<file path="src/rtl/mgmt_frame_pkg.sv">
package mgmt_frame_pkg;

  localparam logic [31:0] HDR_MAGIC  = 32'hA55A_AA55;
  localparam logic [31:0] TAIL_MAGIC = 32'hBDBA_BDBA;

  // Fixed field offsets ahead of the payload area
  localparam int OFF_TASK = 4;
  localparam int OFF_KIND = 8;
  localparam int OFF_CMD  = 9;
  localparam int OFF_RES  = 10;
  localparam int OFF_LEN  = 11;
  localparam int OFF_DATA = 12;
  // Bytes outside the payload area: 12 leading, checksum, 4 trailing
  localparam int FIXED_BYTES = OFF_DATA + 1 + 4;

  typedef enum logic [7:0] {
    KIND_REQUEST = 8'd1,
    KIND_REPLY   = 8'd2,
    KIND_NOTIFY  = 8'd3
  } msg_kind_e;

  typedef enum logic [7:0] {
    CMD_POWER_OFF  = 8'd1,
    CMD_WARM_BOOT  = 8'd2,
    CMD_BOARD_INFO = 8'd3,
    CMD_LED        = 8'd4,
    CMD_SENSORS    = 8'd5,
    CMD_STATUS     = 8'd6,
    CMD_POWER_INFO = 8'd7,
    CMD_COLD_BOOT  = 8'd8
  } msg_cmd_e;

  // Pick byte k of a 32-bit word, low byte first
  function automatic logic [7:0] word_byte(input logic [31:0] w, input logic [1:0] k);
    return w[8*k +: 8];
  endfunction

  // Saturate a requested payload length to the payload area size
  function automatic logic [7:0] clamp_len(input logic [7:0] l, input int unsigned lim);
    return (l > 8'(lim)) ? 8'(lim) : l;
  endfunction

  function automatic logic len_over(input logic [7:0] l, input int unsigned lim);
    return l > 8'(lim);
  endfunction

endpackage

</file>
<file path="src/rtl/mgmt_frame_store.sv">
module mgmt_frame_store #(
  parameter int DATA_BYTES = 250,
  parameter int ADDR_W     = 9,
  localparam int DW        = $clog2(DATA_BYTES)
) (
  input  logic              clk,
  input  logic              rst_n,
  input  logic              lock,
  input  logic              wr_en,
  input  logic [ADDR_W-1:0] wr_addr,
  input  logic [7:0]        wr_data,
  input  logic [DW-1:0]     rd_idx,
  output logic [7:0]        rd_data,
  output logic [7:0]        kind_q,
  output logic [7:0]        cmd_q,
  output logic [7:0]        res_q,
  output logic [7:0]        len_raw_q,
  output logic [31:0]       task_q
);

  logic [7:0] mem [DATA_BYTES];

  logic pl_sel;
  logic hd_sel;

  assign pl_sel = wr_en && !lock && !wr_addr[ADDR_W-1] &&
                  (wr_addr < ADDR_W'(DATA_BYTES));
  assign hd_sel = wr_en && !lock && wr_addr[ADDR_W-1] &&
                  (wr_addr[ADDR_W-2:3] == '0);

  always_ff @(posedge clk) begin
    if (pl_sel) mem[wr_addr[DW-1:0]] <= wr_data;
  end

  assign rd_data = (rd_idx < DW'(DATA_BYTES)) ? mem[rd_idx] : 8'h00;

  always_ff @(posedge clk) begin
    if (!rst_n) begin
      kind_q    <= '0;
      cmd_q     <= '0;
      res_q     <= '0;
      len_raw_q <= '0;
      task_q    <= '0;
    end else if (hd_sel) begin
      case (wr_addr[2:0])
        3'd0: kind_q    <= wr_data;
        3'd1: cmd_q     <= wr_data;
        3'd2: res_q     <= wr_data;
        3'd3: len_raw_q <= wr_data;
        default: task_q[8*wr_addr[1:0] +: 8] <= wr_data;
      endcase
    end
  end

  AST_WR_LOCKED: assert property (@(posedge clk) disable iff (!rst_n)
    lock && wr_en |=> $stable(kind_q) && $stable(cmd_q) && $stable(res_q) &&
                      $stable(len_raw_q) && $stable(task_q))
    else $error("header register changed while locked");

endmodule

</file>
<file path="src/rtl/mgmt_frame_seq.sv">
module mgmt_frame_seq
  import mgmt_frame_pkg::*;
#(
  parameter int DATA_BYTES = 250,
  localparam int FB        = DATA_BYTES + FIXED_BYTES,
  localparam int IW        = $clog2(FB)
) (
  input  logic          clk,
  input  logic          rst_n,
  input  logic          start,
  input  logic          fire,
  input  logic [7:0]    len_raw,
  output logic          launch,
  output logic          busy,
  output logic          done,
  output logic          len_err,
  output logic [IW-1:0] idx,
  output logic [7:0]    len_q
);

  localparam logic [IW-1:0] LAST = IW'(FB - 1);

  logic last_fire;

  assign launch    = start && !busy;
  assign last_fire = fire && (idx == LAST);

  always_ff @(posedge clk) begin
    if (!rst_n) begin
      busy    <= 1'b0;
      done    <= 1'b0;
      len_err <= 1'b0;
      idx     <= '0;
      len_q   <= '0;
    end else begin
      done <= 1'b0;
      if (launch) begin
        busy  <= 1'b1;
        idx   <= '0;
        len_q <= clamp_len(len_raw, DATA_BYTES);
        if (len_over(len_raw, DATA_BYTES)) len_err <= 1'b1;
      end else if (fire) begin
        if (last_fire) begin
          busy <= 1'b0;
          done <= 1'b1;
        end else begin
          idx <= idx + 1'b1;
        end
      end
    end
  end

  AST_HOLD_POS: assert property (@(posedge clk) disable iff (!rst_n)
    busy && !fire |=> $stable(idx))
    else $error("position moved without acceptance");
  AST_NO_RESTART: assert property (@(posedge clk) disable iff (!rst_n)
    busy && start && (idx != '0) |=> idx != '0)
    else $error("start restarted a running frame");
  AST_END_DONE: assert property (@(posedge clk) disable iff (!rst_n)
    last_fire |=> done && !busy)
    else $error("no done after final byte");
  AST_DONE_PULSE: assert property (@(posedge clk) disable iff (!rst_n)
    done |=> !done)
    else $error("done longer than one cycle");
  AST_ERR_STICKY: assert property (@(posedge clk) disable iff (!rst_n)
    len_err |=> len_err)
    else $error("length error flag cleared");
  AST_LEN_BOUND: assert property (@(posedge clk) disable iff (!rst_n)
    busy |-> len_q <= 8'(DATA_BYTES))
    else $error("effective length above payload area");

endmodule

</file>
<file path="src/rtl/mgmt_frame_bytes.sv">
module mgmt_frame_bytes
  import mgmt_frame_pkg::*;
#(
  parameter int DATA_BYTES = 250,
  localparam int FB        = DATA_BYTES + FIXED_BYTES,
  localparam int IW        = $clog2(FB),
  localparam int DW        = $clog2(DATA_BYTES)
) (
  input  logic          clk,
  input  logic          rst_n,
  input  logic          launch,
  input  logic          busy,
  input  logic          fire,
  input  logic [IW-1:0] idx,
  input  logic [7:0]    len_q,
  input  logic [7:0]    kind_q,
  input  logic [7:0]    cmd_q,
  input  logic [7:0]    res_q,
  input  logic [31:0]   task_q,
  input  logic [7:0]    rd_data,
  output logic [DW-1:0] rd_idx,
  output logic [7:0]    tx_byte
);

  localparam int OFF_CK   = OFF_DATA + DATA_BYTES;
  localparam int OFF_TAIL = OFF_CK + 1;

  logic [7:0]    ck_q;
  logic [IW-1:0] didx;
  logic [IW-1:0] tidx;
  logic          in_data;
  logic          live_data;
  logic          covered;

  assign didx      = idx - IW'(OFF_DATA);
  assign tidx      = idx - IW'(OFF_TAIL);
  assign rd_idx    = didx[DW-1:0];
  assign in_data   = (idx >= IW'(OFF_DATA)) && (idx < IW'(OFF_CK));
  assign live_data = in_data && (didx < IW'(len_q));
  assign covered   = (idx == IW'(OFF_KIND)) || (idx == IW'(OFF_CMD)) ||
                     (idx == IW'(OFF_LEN)) || live_data;

  always_comb begin
    if (idx < IW'(OFF_TASK))       tx_byte = word_byte(HDR_MAGIC, idx[1:0]);
    else if (idx < IW'(OFF_KIND))  tx_byte = word_byte(task_q, idx[1:0]);
    else if (idx == IW'(OFF_KIND)) tx_byte = kind_q;
    else if (idx == IW'(OFF_CMD))  tx_byte = cmd_q;
    else if (idx == IW'(OFF_RES))  tx_byte = res_q;
    else if (idx == IW'(OFF_LEN))  tx_byte = len_q;
    else if (in_data)              tx_byte = live_data ? rd_data : 8'h00;
    else if (idx == IW'(OFF_CK))   tx_byte = ck_q;
    else                           tx_byte = word_byte(TAIL_MAGIC, tidx[1:0]);
  end

  always_ff @(posedge clk) begin
    if (!rst_n)                ck_q <= '0;
    else if (launch)           ck_q <= '0;
    else if (fire && covered)  ck_q <= ck_q ^ tx_byte;
  end

  AST_CK_FROZEN: assert property (@(posedge clk) disable iff (!rst_n)
    busy && (idx >= IW'(OFF_CK)) |=> $stable(ck_q))
    else $error("checksum changed after payload area");
  AST_HDR_FIRST: assert property (@(posedge clk) disable iff (!rst_n)
    launch |=> tx_byte == 8'h55)
    else $error("frame did not open with header low byte");

endmodule

</file>
<file path="src/rtl/mgmt_frame_tx.sv">
module mgmt_frame_tx
  import mgmt_frame_pkg::*;
#(
  parameter int DATA_BYTES = 250,
  parameter int ADDR_W     = 9
) (
  input  logic              clk,
  input  logic              rst_n,
  input  logic              wr_en,
  input  logic [ADDR_W-1:0] wr_addr,
  input  logic [7:0]        wr_data,
  input  logic              start,
  output logic              busy,
  output logic              done,
  output logic              len_err,
  output logic [7:0]        tx_data,
  output logic              tx_valid,
  input  logic              tx_ready
);

  localparam int FB = DATA_BYTES + FIXED_BYTES;
  localparam int IW = $clog2(FB);
  localparam int DW = $clog2(DATA_BYTES);

  logic          fire;
  logic          launch;
  logic [IW-1:0] idx;
  logic [7:0]    len_q;
  logic [7:0]    kind_q, cmd_q, res_q, len_raw_q;
  logic [31:0]   task_q;
  logic [DW-1:0] rd_idx;
  logic [7:0]    rd_data;

  assign tx_valid = busy;
  assign fire     = tx_valid && tx_ready;

  mgmt_frame_store #(.DATA_BYTES(DATA_BYTES), .ADDR_W(ADDR_W)) store_i (
    .clk(clk), .rst_n(rst_n), .lock(busy), .wr_en(wr_en), .wr_addr(wr_addr),
    .wr_data(wr_data), .rd_idx(rd_idx), .rd_data(rd_data), .kind_q(kind_q),
    .cmd_q(cmd_q), .res_q(res_q), .len_raw_q(len_raw_q), .task_q(task_q)
  );

  mgmt_frame_seq #(.DATA_BYTES(DATA_BYTES)) seq_i (
    .clk(clk), .rst_n(rst_n), .start(start), .fire(fire), .len_raw(len_raw_q),
    .launch(launch), .busy(busy), .done(done), .len_err(len_err),
    .idx(idx), .len_q(len_q)
  );

  mgmt_frame_bytes #(.DATA_BYTES(DATA_BYTES)) bytes_i (
    .clk(clk), .rst_n(rst_n), .launch(launch), .busy(busy), .fire(fire),
    .idx(idx), .len_q(len_q), .kind_q(kind_q), .cmd_q(cmd_q), .res_q(res_q),
    .task_q(task_q), .rd_data(rd_data), .rd_idx(rd_idx), .tx_byte(tx_data)
  );

  AST_IDLE_QUIET: assert property (@(posedge clk) disable iff (!rst_n)
    done |-> !tx_valid)
    else $error("valid during done pulse");

endmodule

</file>
<file path="config.mk">
export PLATFORM = sky130hd
export DESIGN_NAME = mgmt_frame_tx
export DESIGN_NICKNAME = d
export VERILOG_FILES = /design/src/rtl/mgmt_frame_pkg.sv /design/src/rtl/mgmt_frame_store.sv /design/src/rtl/mgmt_frame_seq.sv /design/src/rtl/mgmt_frame_bytes.sv /design/src/rtl/mgmt_frame_tx.sv
export SDC_FILE = /design/constraint.sdc
export NUM_CORES = 2
export LEC_CHECK = 0
export BUFFER_PORTS_ARGS = -buffer_cell sky130_fd_sc_hd__buf_2
export CELL_PAD_IN_SITES_DETAIL_PLACEMENT = 0
export CELL_PAD_IN_SITES_GLOBAL_PLACEMENT = 2
export CORE_ASPECT_RATIO = 0.8
export CORE_MARGIN = 3
export CORE_UTILIZATION = 54
export DETAILED_ROUTE_END_ITERATION = 10
export GPL_ROUTABILITY_DRIVEN = 0
export PLACE_DENSITY = 0.88
export SYNTH_ARGS = -nofsm -noshare
export SYNTH_HDL_FRONTEND = slang
export SYNTH_SLANG_ARGS = --single-unit
</file>
<file path="constraint.sdc">
create_clock -name clk -period 19.4 [get_ports clk]
set_clock_uncertainty 0.05 [all_clocks]
set_input_delay 5.82 -clock clk [delete_from_list [all_inputs] [get_ports clk]]
set_output_delay 5.82 -clock clk [all_outputs]
set_load 0.01 [all_outputs]
</file>
; ---- Word-level counts from Yosys, hierarchy flattened
; Memories as Yosys holds them, arrays and structs flattened.
; Index checks and enable logic that the tools add are counted.
[word_totals]
reg_bits = 92
latch_bits = 0
mem_bits_rw = 2000
rom_bits = 0
input_bits = 22
output_inout_bits = 12
n_memories = 1
[mem_list]
columns = name, words, word_bits, rd, rd_clocked_by_memory_dff, write_ports, line
row1 = store_i.mem, 250, 8, 1, 0, 1, mgmt_frame_store.sv:21  ; logic [7:0] mem [DATA_BYTES];
[classes]
n_addsub = 4
multipliers = 0
n_div = 0
order_cmp = 8
eq_ne = 9
shifts = 5
muxes = 18
bitwise_logic = 5
n_reduce_logical = 31
[ops]
columns = cell, n
row1 = 2-to-1 mux 8 bit, 11
row2 = "variable part select 32 x 6 -> 8 bit, first input constant", 2
row3 = "== test 9 x 4 -> 1 bit, second input constant", 4
row4 = negator 5 -> 34 bit, 1
row5 = "variable shift 8 x 34 -> 32 bit, first input constant", 1
row6 = variable part select 8 x 34 -> 32 bit, 1
row7 = bitwise mux 32 bit, 1
row8 = variable part select 32 x 6 -> 8 bit, 1
row9 = "== test 9 bit, second input constant", 2
row10 = AND reduction 2 bit, 8
row11 = logical AND 1 bit, 11
row12 = "adder 9 x 1 -> 9 bit, second input constant", 1
row13 = ">= comparator 9 x 4 -> 1 bit, second input constant", 1
row14 = "< comparator 9 x 3 -> 1 bit, second input constant", 1
row15 = "< comparator 9 x 4 -> 1 bit, second input constant", 1
row16 = < comparator 9 x 8 -> 1 bit, 1
row17 = "< comparator 9 x 8 -> 1 bit, second input constant", 1
row18 = "< comparator 9 bit, second input constant", 1
row19 = "subtractor 9 x 4 -> 9 bit, second input constant", 1
row20 = "> comparator 8 bit, second input constant", 1
row21 = "< comparator 8 bit, second input constant", 1
row22 = XOR 8 bit, 1
row23 = "== test 3 x 2 -> 1 bit, second input constant", 2
row24 = 2-to-1 mux 1 bit, 6
row25 = 11 further kinds, 18

; ---- Depth between registers and ports, before layout
[depth]
word_depth = 12
ltp_mapped = 21

; ---- Hierarchy
; A second synthesis with hierarchy kept.
[unflattened]
hier_cells = 4393
hier_area_um2 = 83530.1
[modules_own_cells]
columns = module, instances, cells_each, area_each_um2, seq_area_each_um2
row1 = mgmt_frame_store, 1, 4024, 80701.1, 61338.8
row2 = mgmt_frame_bytes, 1, 265, 1930.6, 160.2
row3 = mgmt_frame_seq, 1, 102, 884.6, 400.4
row4 = mgmt_frame_tx, 1, 2, 13.8, 0.0

; ---- Least setup slack after synthesis
; OpenSTA, ideal clock, no wires.
[synth_timing]
path_kind = reg-to-output
from = register seq_i.idx[2]
to = output tx_data[7]
arrival_time_ns = 4.920
t_required_ns = 13.530
path_slack_ns = 8.610
path_stages_with_launch = 19
n_path_buf = 8
cell_sequence = dfxtp_1 buf_2 buf_2 clkinv_1 buf_1 buf_1 ha_1 inv_1 buf_2 buf_2 buf_1 clkbuf_1 ha_1 a41oi_1 o211ai_4 or4_1 nor4_2 o21ai_1 a21boi_1
[synth_via]
elab_chain_cells = 11
elab_cells_between_ends = 25
classes_between = add/sub (1) / order compare (6) / eq/ne (5) / mux (10) / reduce/logical (2) / memory (1)
[synth_rtl]
columns = element, line
row1 = from (decl), mgmt_frame_seq.sv:17  ; output logic [IW-1:0] idx,
row2 = from (signal assigned), mgmt_frame_seq.sv:47  ; idx <= idx + 1'b1;
row3 = "subtractor 9 x 4 -> 9 bit, or another cell as far along", mgmt_frame_bytes.sv:35  ; assign didx = idx - IW'(OFF_DATA);
row4 = "memory read (250 x 8 bit), or another cell as far along", -
row5 = 2-to-1 mux 8 bit or logical AND 1 bit (tied branches), "mgmt_frame_store.sv:35, mgmt_frame_bytes.sv:39"
row6 = 2-to-1 mux 8 bit (2 in a row), mgmt_frame_bytes.sv:50  ; else if (in_data) tx_byte = live_data ? rd_data : 8'h00;
row7 = 2-to-1 mux 8 bit, mgmt_frame_bytes.sv:49  ; else if (idx == IW'(OFF_LEN)) tx_byte = len_q;
row8 = 2-to-1 mux 8 bit, mgmt_frame_bytes.sv:48  ; else if (idx == IW'(OFF_RES)) tx_byte = res_q;
row9 = 2-to-1 mux 8 bit, mgmt_frame_bytes.sv:47  ; else if (idx == IW'(OFF_CMD)) tx_byte = cmd_q;
row10 = 2-to-1 mux 8 bit, mgmt_frame_bytes.sv:46  ; else if (idx == IW'(OFF_KIND)) tx_byte = kind_q;
row11 = 2-to-1 mux 8 bit, mgmt_frame_bytes.sv:45  ; else if (idx < IW'(OFF_KIND)) tx_byte = word_byte(task_q, idx[1:0]);
row12 = 2-to-1 mux 8 bit (*), mgmt_frame_bytes.sv:44  ; if (idx < IW'(OFF_TASK)) tx_byte = word_byte(HDR_MAGIC, idx[1:0]);
row13 = to (decl), mgmt_frame_tx.sv:16  ; output logic [7:0] tx_data,
; Every way passes the cells marked *; elsewhere a longest branch is shown, timed or not.

; ---- Final worst setup path
; Same ends and word-level chain as after synthesis.

==> flow_metrics.env <==
export IMPL_numCtsBuffers=188
export IMPL_power_density_nw_per_um2=98.0
export IMPL_regToRegStartpoint="seq_i.idx[2]$_SDFFE_PP0P_"
export IMPL_wl_met2_um=95200
export IMPL_drive_gt1_share_pct=22.7
export IMPL_synth_edf_count=2000
export IMPL_die_y_um=357
export IMPL_dr_wl_met3_um=25600
export IMPL_reg2reg_depth=14
export IMPL_max_freq_ghz=0.0784
export IMPL_worst_pin_slew_ps=1520
export IMPL_synth_ff_type="edfxtp_1"
export IMPL_start_kind="flip-flop"
export IMPL_fillers=10700
export IMPL_syn_nets=4244
export IMPL_ys_ff_latch=2092
export IMPL_mostFrequentLayoutCell="edfxtp_1"
export IMPL_h_tree_depth=4
export IMPL_critPathKind="reg2out"
export IMPL_tritoncts="yes"
export IMPL_grt_pass1_wl_um=309000
export IMPL_wire_per_inst_um=33.4
export IMPL_critPathMaxFanout=80
export IMPL_critPathSlowestCell="dfxtp_4"
export IMPL_final_util_pct=60.0
export IMPL_crit_arrival_ps=6890
export IMPL_grt_overflow_total=0
export IMPL_ant_nets=0
export IMPL_yosys_top_cells_area="edfxtp_1, mux4_2, dfxtp_1"
export IMPL_dp_hpwl_um=130000
export IMPL_p_leak_nw=27.6
export IMPL_synthCells=4204
export IMPL_crit_start="seq_i.idx[2]$_SDFFE_PP0P_"
export IMPL_multi_input_area_um2=20000
export IMPL_ctsLongestPathBuffers=3
export IMPL_cts_hold_buf=0
export IMPL_seq_area_frac_synth_pct=74.4
export IMPL_violations="capacitance limit, slew limit"
export IMPL_synth_warnings=0
export IMPL_fin_nets=4290
export IMPL_crit_end="tx_data[7]"
export IMPL_drv_cap=1
export IMPL_grt_max_degree=110
export IMPL_holdCritPathClass="reg2reg"
export IMPL_hold_viol_final=0
export IMPL_vias=42900
export IMPL_rows=128
export IMPL_postCtsResizedCells=0
export IMPL_synth_top_cell_area_share_pct=72.2
export IMPL_cts_setup_buffers=0
export IMPL_routed_wl_um=215000
export IMPL_dr_pass1_iters=7
export IMPL_grt_setup_unrepaired="false"
export IMPL_status="finished with violations"
export IMPL_clkTransAtPathRegs_ps=70
export IMPL_r2r_end="bytes_i.ck_q[7]$_SDFFE_PP0P_"
export IMPL_setup_viol=0
export IMPL_async_reset_ff_share_pct=0
export IMPL_drt_iter0_markers=6678
export IMPL_cts_root_buffer="clkbuf_16"
export IMPL_slew_viol_final=7
export IMPL_cts_sinks=2092
export IMPL_avgViaCountPerCell=6.67
export IMPL_slew_headroom_pct=-1.61
export IMPL_ir_drop_v=0.000108
export IMPL_crit_top_cell="ha_1"
export IMPL_route_layer_met1_wl_um=87600
export IMPL_start_util_pct=54.5
export IMPL_die_w_um=445
export IMPL_syn_cell_area_um2=83200
export IMPL_ys_types=78
export IMPL_path_cells="ha_1 > xor2_4 > buf_12 > inv_4 > buf_4 > ha_1 > a21o_1 > a211o_1 > a41oi_1 > o211ai_4 > or4_1 > nor4_2 > o21ai_1 > a21boi_1 > buf_2"
export IMPL_yosysTopAreaCell="edfxtp_1"
export IMPL_portBuffers=33
export IMPL_drc=0
export IMPL_finalSetupTns_ps=0
export IMPL_grt_total_usage_pct=27.3
export IMPL_rrSetupSlack_ps=13360
export IMPL_seqCellArea_um2=61900
export IMPL_period_share_pct=65.8
export IMPL_fp_dieArea_um2=159000
export IMPL_p_total_mw=8.97
export IMPL_grt_pass1_vias=41600
export IMPL_layout_common_cells="edfxtp_1, mux4_2, nor2_1, nand2_1, clkbuf_16"
export IMPL_avgSynthCellArea_um2=19.8
export IMPL_core_area_um2=153000
export IMPL_holdWs_ps=419
export IMPL_highest_layer="met4"
export IMPL_syn_to_final_growth_pct=10.1
export IMPL_antenna_found_initial=5
export IMPL_clk_latency_ps=860
export IMPL_crit_path_max_incr_delay_ps=830
export IMPL_ioPinCount=34
export IMPL_endpoint_kind="primary output"
export IMPL_crit_required_ps=13530
export IMPL_period_minus_slack_ps=12760
[stage by stage]
step                worst slack, ps  instance area [µm²]  std cells
finish                         6640                91600       6431
global route                   6450                91600       6429
global placement               7570                85400       6075
detailed placement             7590                85400       6075
CTS                            6670                91600       6429
floorplan                      8610                83200       4204
[power breakdown]
group / total, mW / internal, mW / switching (mW)
Clock: 3.74 / 2.05 / 1.69
Combinational: 0.285 / 0.0910 / 0.194
Sequential: 4.95 / 4.94 / 0.00481
Total: 8.97 / 7.08 / 1.89
[logic make-up (layout without fill, tap and decap cells)]
kind of cell / after synthesis / after routing / share of synthesized area (%)
compound gates: 295 / 295 / 2.60
xor+xnor: 12 / 12 / 0.149
fa+ha+maj: 18 / 18 / 0.271
buf+inv: 283 / 493 / 1.68
flops: 2092 / 2092 / 74.4
mux: 686 / 686 / 16.6
other cells: 0 / 2 / 0
simple gates: 818 / 818 / 4.31
[area by class of cell]
type	instances	area share, %
flip-flops and latches	2092	67.6
clock buffers	219	5.29
well taps	2015	2.75
clock inverters	135	1.45
inverters	23	0.0997
diodes	2	0.00546
multi-input cells	1829	21.8
repair buffers	116	1.02
[per-layer routing]
layer  up-vias  GRT usage [%]
met4         0           8.21
met2      2660           39.2
met3       336           6.45
met5         -              0
met1     22600           42.2
li1      17300              -
[how the worst min path moves through the flow]
stage	from	to	slack, ps	cells after the start
6_report	seq_i.len_q[6]$_SDFFE_PN0P_	seq_i.len_q[6]$_SDFFE_PN0P_	420	2
5_1_grt	store_i.task_q[18]$_SDFFE_PN0P_	store_i.task_q[18]$_SDFFE_PN0P_	440	2
4_1_cts	store_i.task_q[17]$_SDFFE_PN0P_	store_i.task_q[17]$_SDFFE_PN0P_	420	2
3_5_place_dp	store_i.task_q[17]$_SDFFE_PN0P_	store_i.task_q[17]$_SDFFE_PN0P_	410	2
3_3_place_gp	store_i.task_q[18]$_SDFFE_PN0P_	store_i.task_q[18]$_SDFFE_PN0P_	400	2
2_1_floorplan	store_i.task_q[22]$_SDFFE_PN0P_	store_i.task_q[22]$_SDFFE_PN0P_	390	2
[state kept, by name (all words and copies together) (netlist names)]
signal	flops
seq_i.idx	9
seq_i.busy	1
store_i.res_q	8
store_i.len_raw_q	8
bytes_i.ck_q	8
seq_i.len_err	1
seq_i.len_q	8
store_i.mem	2000
store_i.kind_q	8
store_i.task_q	32
store_i.cmd_q	8
seq_i.done	1
[critical path, delay by kind of cell (launching register included)]
| family | cells | cell delay, ps |
|---|---|---|
| flip-flops | 1 | 830 |
| AND/OR/NAND/NOR | 2 | 920 |
| AO/OA/AOI/OAI | 6 | 1400 |
| XOR/XNOR | 1 | 200 |
| adder cells (fa/ha/maj) | 2 | 1050 |
| buffers and inverters | 4 | 1490 |
[Yosys cell counts, types with 6 or more instances]
| cell | number |
|---|---|
| nand2_1 | 244 |
| o211ai_1 | 7 |
| mux2_2 | 16 |
| nand4_1 | 19 |
| nor4_1 | 11 |
| a22oi_1 | 11 |
| a221oi_1 | 11 |
| nor2b_1 | 20 |
| mux2i_1 | 117 |
| nand2b_1 | 10 |
| a31oi_1 | 9 |
| a221o_1 | 6 |
| and3_1 | 15 |
| ha_1 | 18 |
| nand3_1 | 117 |
| mux4_2 | 551 |
| buf_6 | 7 |
| o31ai_1 | 6 |
| and2_1 | 19 |
| buf_2 | 80 |
| buf_1 | 26 |
| a21boi_0 | 76 |
| dfxtp_1 | 92 |
| a21oi_1 | 40 |
| a211oi_1 | 18 |
| a32oi_1 | 12 |
| inv_1 | 20 |
| xnor2_1 | 7 |
| nor2_1 | 317 |
| o22ai_1 | 6 |
| edfxtp_1 | 2000 |
| nor3b_1 | 6 |
| clkbuf_1 | 100 |
| o21ai_0 | 34 |
| nor3_1 | 18 |
| buf_4 | 47 |
(Power assumes the default switching activity.)
